**config.mk**
```make
export PLATFORM = sky130hd
export DESIGN_NAME = gpio_edge_port
export DESIGN_NICKNAME = d
export VERILOG_FILES = /design/src/rtl/gpio_edge_pkg.sv /design/src/rtl/gpio_sync.sv /design/src/rtl/gpio_edge_cell.sv /design/src/rtl/gpio_regs.sv /design/src/rtl/gpio_edge_port.sv
export SDC_FILE = /design/constraint.sdc
export NUM_CORES = 1
export LEC_CHECK = 0
export CORE_MARGIN = 4
export CORE_UTILIZATION = 38
export DETAILED_ROUTE_END_ITERATION = 10
export DONT_BUFFER_PORTS = 1
export SLEW_MARGIN = 15
export SYNTH_ARGS = -nofsm -noshare
export SYNTH_HDL_FRONTEND = slang
export SYNTH_SLANG_ARGS = --single-unit
```
**constraint.sdc**
```tcl
create_clock -name clk -period 2 [get_ports clk]
set_clock_uncertainty 0.1 [all_clocks]
set_input_delay 0.5 -clock clk [delete_from_list [all_inputs] [get_ports clk]]
set_output_delay 0.5 -clock clk [all_outputs]
set_load 0.01 [all_outputs]
```
**src/rtl/gpio_edge_pkg.sv**
```systemverilog
package gpio_edge_pkg;

   // Bit positions inside one per-input edge-select field
   localparam int unsigned SEL_FALL_BIT = 0;
   localparam int unsigned SEL_RISE_BIT = 1;
   localparam int unsigned SEL_W        = 2;

   typedef enum logic [SEL_W-1:0] {
      EDGE_OFF  = 2'b00,
      EDGE_FALL = 2'b01,
      EDGE_RISE = 2'b10,
      EDGE_ANY  = 2'b11
   } edge_sel_e;

endpackage

```
**src/rtl/gpio_sync.sv**
```systemverilog
module gpio_sync #(
   parameter int unsigned W      = 4,
   parameter int unsigned STAGES = 2
) (
   input  logic         clk,
   input  logic         rst_n,
   input  logic [W-1:0] d,
   output logic [W-1:0] q
);

   logic [STAGES-1:0][W-1:0] stg_q;

   generate
      if (STAGES < 2) begin : g_bad_stages
         $error("gpio_sync: STAGES must be at least 2");
      end
   endgenerate

   always_ff @(posedge clk or negedge rst_n) begin
      if (!rst_n) stg_q <= '0;
      else        stg_q <= {stg_q[STAGES-2:0], d};
   end

   assign q = stg_q[STAGES-1];

endmodule

```
**src/rtl/gpio_edge_cell.sv**
```systemverilog
module gpio_edge_cell
   import gpio_edge_pkg::*;
(
   input  logic             clk,
   input  logic             rst_n,
   input  logic             lvl_i,
   input  logic [SEL_W-1:0] sel_i,
   input  logic             clr_i,
   output logic             stat_o
);

   logic prev_q;
   logic stat_q;
   logic rise;
   logic fall;
   logic hit;

   always_ff @(posedge clk or negedge rst_n) begin
      if (!rst_n) prev_q <= 1'b0;
      else        prev_q <= lvl_i;
   end

   assign rise = lvl_i & ~prev_q;
   assign fall = ~lvl_i & prev_q;
   assign hit  = (rise & sel_i[SEL_RISE_BIT]) | (fall & sel_i[SEL_FALL_BIT]);

   // A new capture takes priority over an acknowledge in the same cycle
   always_ff @(posedge clk or negedge rst_n) begin
      if (!rst_n) stat_q <= 1'b0;
      else        stat_q <= hit | (stat_q & ~clr_i);
   end

   assign stat_o = stat_q;


   masked_no_set_chk: assert property (@(posedge clk) disable iff (!rst_n)
      $rose(stat_q) |-> $past(sel_i) != EDGE_OFF);


   set_wins_chk: assert property (@(posedge clk) disable iff (!rst_n)
      $past(hit) |-> stat_q);


   clear_only_by_ack_chk: assert property (@(posedge clk) disable iff (!rst_n)
      $fell(stat_q) |-> $past(clr_i));

endmodule

```
**src/rtl/gpio_regs.sv**
```systemverilog
module gpio_regs #(
   parameter int unsigned N_OUT    = 4,
   parameter int unsigned N_IN     = 4,
   parameter int unsigned DW       = 8,
   parameter int unsigned AW       = 3,
   parameter int unsigned OFS_DIR  = 0,
   parameter int unsigned OFS_DATA = 1,
   parameter int unsigned OFS_CFG  = 3,
   parameter int unsigned OFS_STAT = 4,
   localparam int unsigned CFG_W   = 2 * N_IN
) (
   input  logic              clk,
   input  logic              rst_n,
   input  logic              bus_wr,
   input  logic [AW-1:0]     bus_addr,
   input  logic [DW-1:0]     bus_wdata,
   output logic [DW-1:0]     bus_rdata,
   input  logic [N_IN-1:0]   in_lvl,
   input  logic [N_IN-1:0]   stat,
   output logic [N_OUT-1:0]  out_q,
   output logic [CFG_W-1:0]  cfg_q,
   output logic [N_IN-1:0]   clr
);

   localparam logic [DW-1:0] DIR_VAL = {{N_IN{1'b0}}, {N_OUT{1'b1}}};

   logic wr_data;
   logic wr_cfg;
   logic wr_stat;

   assign wr_data = bus_wr && (bus_addr == AW'(OFS_DATA));
   assign wr_cfg  = bus_wr && (bus_addr == AW'(OFS_CFG));
   assign wr_stat = bus_wr && (bus_addr == AW'(OFS_STAT));

   always_ff @(posedge clk or negedge rst_n) begin
      if (!rst_n)       out_q <= '0;
      else if (wr_data) out_q <= bus_wdata[N_OUT-1:0];
   end

   always_ff @(posedge clk or negedge rst_n) begin
      if (!rst_n)      cfg_q <= '0;
      else if (wr_cfg) cfg_q <= bus_wdata[CFG_W-1:0];
   end

   assign clr = wr_stat ? bus_wdata[N_IN-1:0] : '0;

   always_comb begin
      bus_rdata = '0;
      if (bus_addr == AW'(OFS_DIR))
         bus_rdata = DIR_VAL;
      else if (bus_addr == AW'(OFS_DATA))
         bus_rdata = {in_lvl, out_q};
      else if (bus_addr == AW'(OFS_CFG))
         bus_rdata[CFG_W-1:0] = cfg_q;
      else if (bus_addr == AW'(OFS_STAT))
         bus_rdata[N_IN-1:0] = stat;
   end


   out_hold_chk: assert property (@(posedge clk) disable iff (!rst_n)
      !$past(bus_wr && bus_addr == AW'(OFS_DATA)) |-> $stable(out_q));


   cfg_load_chk: assert property (@(posedge clk) disable iff (!rst_n)
      $past(rst_n) && $past(bus_wr && bus_addr == AW'(OFS_CFG))
         |-> cfg_q == $past(bus_wdata[CFG_W-1:0]));

endmodule

```
**src/rtl/gpio_edge_port.sv**
```systemverilog
module gpio_edge_port
   import gpio_edge_pkg::*;
#(
   parameter int unsigned N_OUT       = 4,
   parameter int unsigned N_IN        = 4,
   parameter int unsigned DW          = 8,
   parameter int unsigned AW          = 3,
   parameter int unsigned SYNC_STAGES = 2,
   parameter int unsigned OFS_DIR     = 0,
   parameter int unsigned OFS_DATA    = 1,
   parameter int unsigned OFS_CFG     = 3,
   parameter int unsigned OFS_STAT    = 4
) (
   input  logic             clk,
   input  logic             rst_n,
   input  logic             bus_wr,
   input  logic [AW-1:0]    bus_addr,
   input  logic [DW-1:0]    bus_wdata,
   output logic [DW-1:0]    bus_rdata,
   input  logic [N_IN-1:0]  pin_in,
   output logic [N_OUT-1:0] pin_out,
   output logic             irq
);

   localparam int unsigned CFG_W = SEL_W * N_IN;

   generate
      if (N_OUT + N_IN != DW) begin : g_bad_width
         $error("gpio_edge_port: N_OUT + N_IN must equal DW");
      end
      if (CFG_W > DW) begin : g_bad_cfg
         $error("gpio_edge_port: edge-select fields do not fit one register");
      end
      if ((1 << AW) <= OFS_STAT) begin : g_bad_addr
         $error("gpio_edge_port: AW too narrow for the register offsets");
      end
   endgenerate

   logic [N_IN-1:0]  in_lvl;
   logic [N_IN-1:0]  stat;
   logic [N_IN-1:0]  clr;
   logic [CFG_W-1:0] cfg_q;

   gpio_sync #(.W(N_IN), .STAGES(SYNC_STAGES)) u_sync (
      .clk   (clk),
      .rst_n (rst_n),
      .d     (pin_in),
      .q     (in_lvl)
   );

   gpio_regs #(
      .N_OUT    (N_OUT),
      .N_IN     (N_IN),
      .DW       (DW),
      .AW       (AW),
      .OFS_DIR  (OFS_DIR),
      .OFS_DATA (OFS_DATA),
      .OFS_CFG  (OFS_CFG),
      .OFS_STAT (OFS_STAT)
   ) u_regs (
      .clk       (clk),
      .rst_n     (rst_n),
      .bus_wr    (bus_wr),
      .bus_addr  (bus_addr),
      .bus_wdata (bus_wdata),
      .bus_rdata (bus_rdata),
      .in_lvl    (in_lvl),
      .stat      (stat),
      .out_q     (pin_out),
      .cfg_q     (cfg_q),
      .clr       (clr)
   );

   for (genvar k = 0; k < N_IN; k++) begin : g_cell
      gpio_edge_cell u_cell (
         .clk    (clk),
         .rst_n  (rst_n),
         .lvl_i  (in_lvl[k]),
         .sel_i  (cfg_q[SEL_W*k +: SEL_W]),
         .clr_i  (clr[k]),
         .stat_o (stat[k])
      );
   end

   assign irq = |stat;


   irq_hold_chk: assert property (@(posedge clk) disable iff (!rst_n)
      $past(irq) && !$past(bus_wr && bus_addr == AW'(OFS_STAT)) |-> irq);

endmodule

```
==> metrics, run 1 <==
status=finished clean; routability cong.=0.745; post-CTS setup buffers=0; end point of the critical path=irq; ANT nets after route=0; Finished Core Util=43.8%; largest net degree at the start of global routing=29; fin crit share=95.9%; slowest cell on the critical path=or4_4; vias per inst=5.04; R2R Path End=g_cell[2].u_cell.stat_o; max-cap check violation count=0; kind of critical path=flip-flop to primary output; syn nets=112; nature of the critical path endpoint=primary output; root buf cell=clkbuf_4; Worst-Margin Slew=0.288 ns; Hold Crit Class=input port to flip-flop; Max Slew Vio Count=0; Pre-antenna DRT Iters=4; diode count=0; Total Die Area=4240 um2; WP data required=1.40 ns; synthesized flop and latch total=28; final wirelength=2190 um; r2r startpoint=u_sync.q[2]; GR Util All Layers=11.3%; total congestion overflow=0; # rows=20; global-route wire length before repair=3710 um; worst skew pair latency=0.32 ns; critical path data arrival time=1.32 ns; DR vias=716; reg2reg path depth=3; Port Buf Inserts=0; fmax=522 MHz; Ys Warns=0; CTS sink count=28; CP Depth=1; cts bufs inserted=3; crit path cell chain=or4_4; P_leak=0.604 nW; Hold Vio Cnt, Final=0; pwr dens=867 nW/um2; initial antenna violation count=0; CTS tree=done; Initial Util=40.3%; vias in the first global route=791; Syn Area/Cell=13.2 um2; Cells after Synth=94; HPWL after detailed placement=1690 um; layout cells sized above 1=27.6%; part of the Yosys area used for sequential elements=56.5%; Worst path max stage delay=0.56 ns; # IOs=31; Fillers=313; Cell Area, Synth=1240 um2; Unique masters post-synth=22; R2R setup slack=1.04 ns; Crit. Startpoint=g_cell[3].u_cell.stat_o; crit path max fanout=3; post-layout minimum cycle time=1.92 ns; Post-synth ARST share=100%; Post-route DRC=0; 1st-iter DRT viols=33; chip width=65.1 um; Top delay family on crit path=simple AND/OR/NAND/NOR gates; Clk pin slew, worst setup/hold paths=0.14 ns; startpoint types=flip-flop; chip height=65.1 um; Area growth syn-to-layout=8.78%; Clock Path Buffers=2; H-tree levels=1; EDFF count, synth=0; final setup violation count=0; post-route setup TNS=0 ns; Routed WL per cell=15.5 um; crit path buf inv count=0; worst relative slew slack=80.8%; Final Net Count=117; total core area=3080 um2; RSZ-0062 raised after global routing=false; most frequently used flop master after synthesis=dfrtp_1; VDD IR-drop max=564 uV
## cells in the final DEF, fill, tap and decap left out, types with 2 or more instances in the layout
cell type / Yosys / final
inv_1: 5 / 5
a22o_2: 4 / 4
o21ai_0: 2 / 2
a21o_1: 4 / 4
mux2_2: 4 / 4
o22ai_1: 6 / 6
dfrtp_1: 28 / 28
nor2b_1: 4 / 4
mux2_4: 8 / 8
mux2i_1: 4 / 4
nand2_1: 10 / 10
nor2_1: 4 / 4
clkbuf_4: 0 / 3
nand3b_1: 2 / 2
## what timing repair did
| action | in CTS | in global routing |
|---|---|---|
| endpoints found under the setup margin | 0 | 1 |
| hold buffers | 2 | 0 |
| endpoints found under the hold margin | 28 | 0 |
| gates resized for setup | 0 | 1 |
## where the power goes
group / internal, mW / total (mW) / switching (mW)
clock network: 0.111 / 0.267 / 0.155
registers: 0.643 / 0.718 / 0.0755
logic: 0.115 / 0.184 / 0.0693
total: 0.869 / 1.17 / 0.300
## sequential cells by signal, indices dropped and copies added, names as in the netlist
signal / cells
g_cell.u_cell.prev_q: 4
u_regs.cfg_q: 8
g_cell.u_cell.stat_o: 4
u_regs.out_q: 4
u_sync.stg_q: 4
u_sync.q: 4
## cell families (layout without fill, tap and decap cells)
family	Yosys count	in the layout	synth area share [%]
buffers and inverters	8	12	3.43
AO/OA/AOI/OAI	16	16	9.49
multiplexers	16	16	16.5
flip-flops	28	28	56.5
AND/OR/NAND/NOR	26	26	14.0
## metrics by stage
stage	instances	hold slack, ns	worst slack (ns)	total power [mW]	area, um2
2_1_floorplan	94	0.104	0.163	0.866	1240
3_3_place_gp	136	0.105	0.397	0.897	1280
3_5_place_dp	136	0.105	0.375	0.902	1280
4_1_cts	142	0.0720	0.0305	1.19	1350
5_1_grt	142	0.0410	0.0215	1.25	1350
6_report	142	0.0891	0.0829	1.17	1350
## layout make-up
| class | count | area, um2 | share of cell area, % |
|---|---|---|---|
| Inverter | 5 | 18.8 | 1.39 |
| Sequential cell | 28 | 701 | 51.9 |
| Multi-Input combinational cell | 58 | 500 | 37.1 |
| Clock buffer | 4 | 36.3 | 2.69 |
| Timing Repair Buffer | 3 | 37.5 | 2.78 |
| Tap cell | 44 | 55.1 | 4.08 |
## layer usage
metal / GRT usage [%] / vias up / routed length [um]
met1: 14.4 / 350 / 1000
met5: 0 / - / 0
li1: - / 336 / -
met2: 17.1 / 28 / 931
met3: 6.15 / 2 / 248
met4: 2.33 / 0 / 10
## how the worst min path moves through the flow
stage | depth (start not counted) | to | startpoint | slack, ns
after floorplan | 0 | g_cell[0].u_cell.prev_q | rst_n | 0.10
after CTS | 0 | u_sync.stg_q[3] | pin_in[3] | 0.07
after global placement | 0 | u_sync.stg_q[3] | rst_n | 0.11
final | 0 | u_sync.stg_q[3] | pin_in[3] | 0.09
after global routing | 0 | u_sync.stg_q[1] | pin_in[1] | 0.04
after detailed placement | 0 | u_sync.stg_q[3] | rst_n | 0.11
## Yosys cell counts, types with 2 or more instances
library cell / count / share of area [%]
nand2_1: 10 / 3.0
mux2_4: 8 / 9.7
nor2b_1: 4 / 2.0
a22o_2: 4 / 3.2
a21o_1: 4 / 2.4
mux2_2: 4 / 3.6
nand3b_1: 2 / 1.2
inv_1: 5 / 1.5
mux2i_1: 4 / 3.2
o22ai_1: 6 / 3.0
nor2_1: 4 / 1.2
o21ai_0: 2 / 0.81
dfrtp_1: 28 / 57
Power figures use the tool's default switching activity.
==> run 2: changes to the inputs <==
--- a/config.mk
+++ b/config.mk
@@ -11,2 +11,3 @@
 export DONT_BUFFER_PORTS = 1
+export RECOVER_POWER = 25
 export SLEW_MARGIN = 15
==> constraint.sdc (replaced) <==
create_clock -name clk -period 2 [get_ports clk]
set_clock_uncertainty 0.1 [all_clocks]
set_input_delay 0.1 -clock clk [delete_from_list [all_inputs] [get_ports clk]]
set_output_delay 0.1 -clock clk [all_outputs]
set_load 0.01 [all_outputs]
==> run 2 against run 1 <==
Against the previous run:
- clock-buffer cell count fell by 1
- routed wire length increased by 12%
- core utilization up 6.0 points
- register-to-register slack worse by 0.51 ns
- sequential power increased by 0.6%
- critical endpoint unchanged
- hold slack lost 0.030 ns
- first-iteration DRC count is 61% higher
- global-route usage rose by 1.1 points
==> metrics, run 2 (synthesis results as in run 1) <==
Worst path max stage delay=0.61 ns (+0.05 ns); Final Net Count=137 (+17%); # IOs=31 (unchanged); startpoint types=flip-flop; vias per inst=4.88 (-3.3%); post-route setup TNS=0 ns (unchanged); placed instance area=1270 um2 (-0.59%); nature of the critical path endpoint=primary output; largest net degree at the start of global routing=29 (unchanged); ANT nets after route=0 (unchanged); RSZ-0062 raised after global routing=false; fmax=640 MHz (+23%); Hold Vio Cnt, Final=0 (unchanged); Setup WS pre-CTS=0.804 ns (+0.429 ns); CTS tree=done; routability cong.=0.831 (+12%); Biggest register=u_regs.cfg_q; total power draw=1.20 mW (+2.7%); worst relative slew slack=79.4% (-1.4 points); WP data required=1.80 ns (+0.40 ns); vias in the first global route=852 (+7.7%); Initial Util=40.3% (unchanged); Area growth syn-to-layout=23.7%; Clk pin slew, worst setup/hold paths=0.14 ns (about the same); diode count=0 (unchanged); Routed WL per cell=15.2 um (-1.6%); P_leak=0.681 nW (+13%); critical path data arrival time=1.36 ns (+0.04 ns); VDD IR-drop max=495 uV (-12%); Max Slew Vio Count=0 (unchanged); H-tree levels=1 (unchanged); max reg flops=8 (unchanged); crit path buf inv count=0 (unchanged); HPWL after detailed placement=1790 um (+6.2%); Worst-Margin Slew=0.309 ns (+0.0211 ns); fin crit share=78.1% (-18 points); kind of critical path=flip-flop to primary output; Clock Path Buffers=2 (unchanged); cts bufs inserted=3 (unchanged); chip height=65.1 um (unchanged); total core area=3080 um2 (unchanged); final wirelength=2450 um (+12%); status=finished clean; commonest non-fill, non-tap cell in the layout=dfrtp_1; most frequent cells in the layout=28 x dfrtp_1, 22 x dlygate4sd3_1, 10 x nand2_1; worst skew pair latency=0.32 ns (about the same); final worst slack=0.438 ns (+0.355 ns); WHS=0.0589 ns (-0.0303 ns); root buf cell=clkbuf_4; Port Buf Inserts=0 (unchanged); post-layout minimum cycle time=1.56 ns (-0.355 ns); GR Util All Layers=12.5% (+1.1 points); crit path cell chain=or4_1; CTS sink count=28 (unchanged); layout cells sized above 1=20.5% (-7.0 points); global-route wire length before repair=4030 um (+8.7%); Post-route DRC=0 (unchanged); slowest cell on the critical path=or4_1; initial antenna violation count=0 (unchanged); max-cap check violation count=0 (unchanged); Pre-antenna DRT Iters=4 (unchanged); 1st-iter DRT viols=53 (+61%); final setup violation count=0 (unchanged); cts repair resizes=0 (unchanged); Post-Layout Inst Area=1530 um2 (+14%); Hold Crit Class=input port to flip-flop; DR vias=785 (+9.6%); # rows=20 (unchanged); Total Die Area=4240 um2 (unchanged); Top delay family on crit path=simple AND/OR/NAND/NOR gates; pwr dens=783 nW/um2 (-9.7%); total congestion overflow=0 (unchanged); chip width=65.1 um (unchanged); crit path max fanout=3 (unchanged)
==> run 2: changes by cell type in the layout (fill, tap and decap cells not counted) <==
cell,delta
buf_4,-1
or4_4,-1
or4_1,+1
clkbuf_8,-1
dlygate4sd3_1,+21
==> run 2: worst register-to-register path: cells and delay by family (launching register included) <==
kind	cells	cell delay, ns
mux	1	0.27
flops	1	0.45
buf+inv	1	0.55
==> run 2: worst paths after layout <==
check	start	to	slack (ns)	cells past startpoint
min	bus_addr[0]	u_regs.out_q[2]	0.06	3
max reg2reg	u_regs.cfg_q[3]	u_regs.cfg_q[3]	0.53	2
max	g_cell[3].u_cell.stat_o	irq	0.44	1
max in group asynchronous	rst_n	u_regs.cfg_q[1]	1.55	2
min reg2reg	u_sync.stg_q[0]	u_sync.q[0]	0.26	0
min in group asynchronous	rst_n	u_sync.q[3]	0.09	2
==> run 2: power breakdown <==
group,internal [mW],total (mW),switching [mW]
Combinational,0.175,0.260,0.0853
Clock,0.0704,0.218,0.148
Sequential,0.643,0.722,0.0797
Total,0.888,1.20,0.313
==> run 2: cell type report <==
type | instances | area (um2)
fillers | 288 | 1540
flip-flops and latches | 28 | 701
multi-input cells | 58 | 497
repair buffers | 23 | 240
well taps | 44 | 55.1
clock buffers | 3 | 22.5
inverters | 5 | 18.8
==> run 2: layer usage <==
metal  routed length (um)  global-route usage [%]  part of all wire (%)
met5                    0                       0                     0
met3                  239                    4.27                   9.8
met2                 1090                    19.2                    44
met4                   38                    5.70                   1.6
met1                 1080                    15.8                    44
==> run 2: repair_timing <==
| action | CTS | global route |
|---|---|---|
| setup buffers | 0 | 0 |
| endpoints found under the hold margin | 48 | 0 |
| hold buffers | 23 | 0 |
==> run 2: through the flow <==
stage,instances,util [%]
floorplan,94,-
global placement,135,41.3
detailed placement,135,41.3
CTS,161,49.8
global route,161,49.8
finish,161,49.8
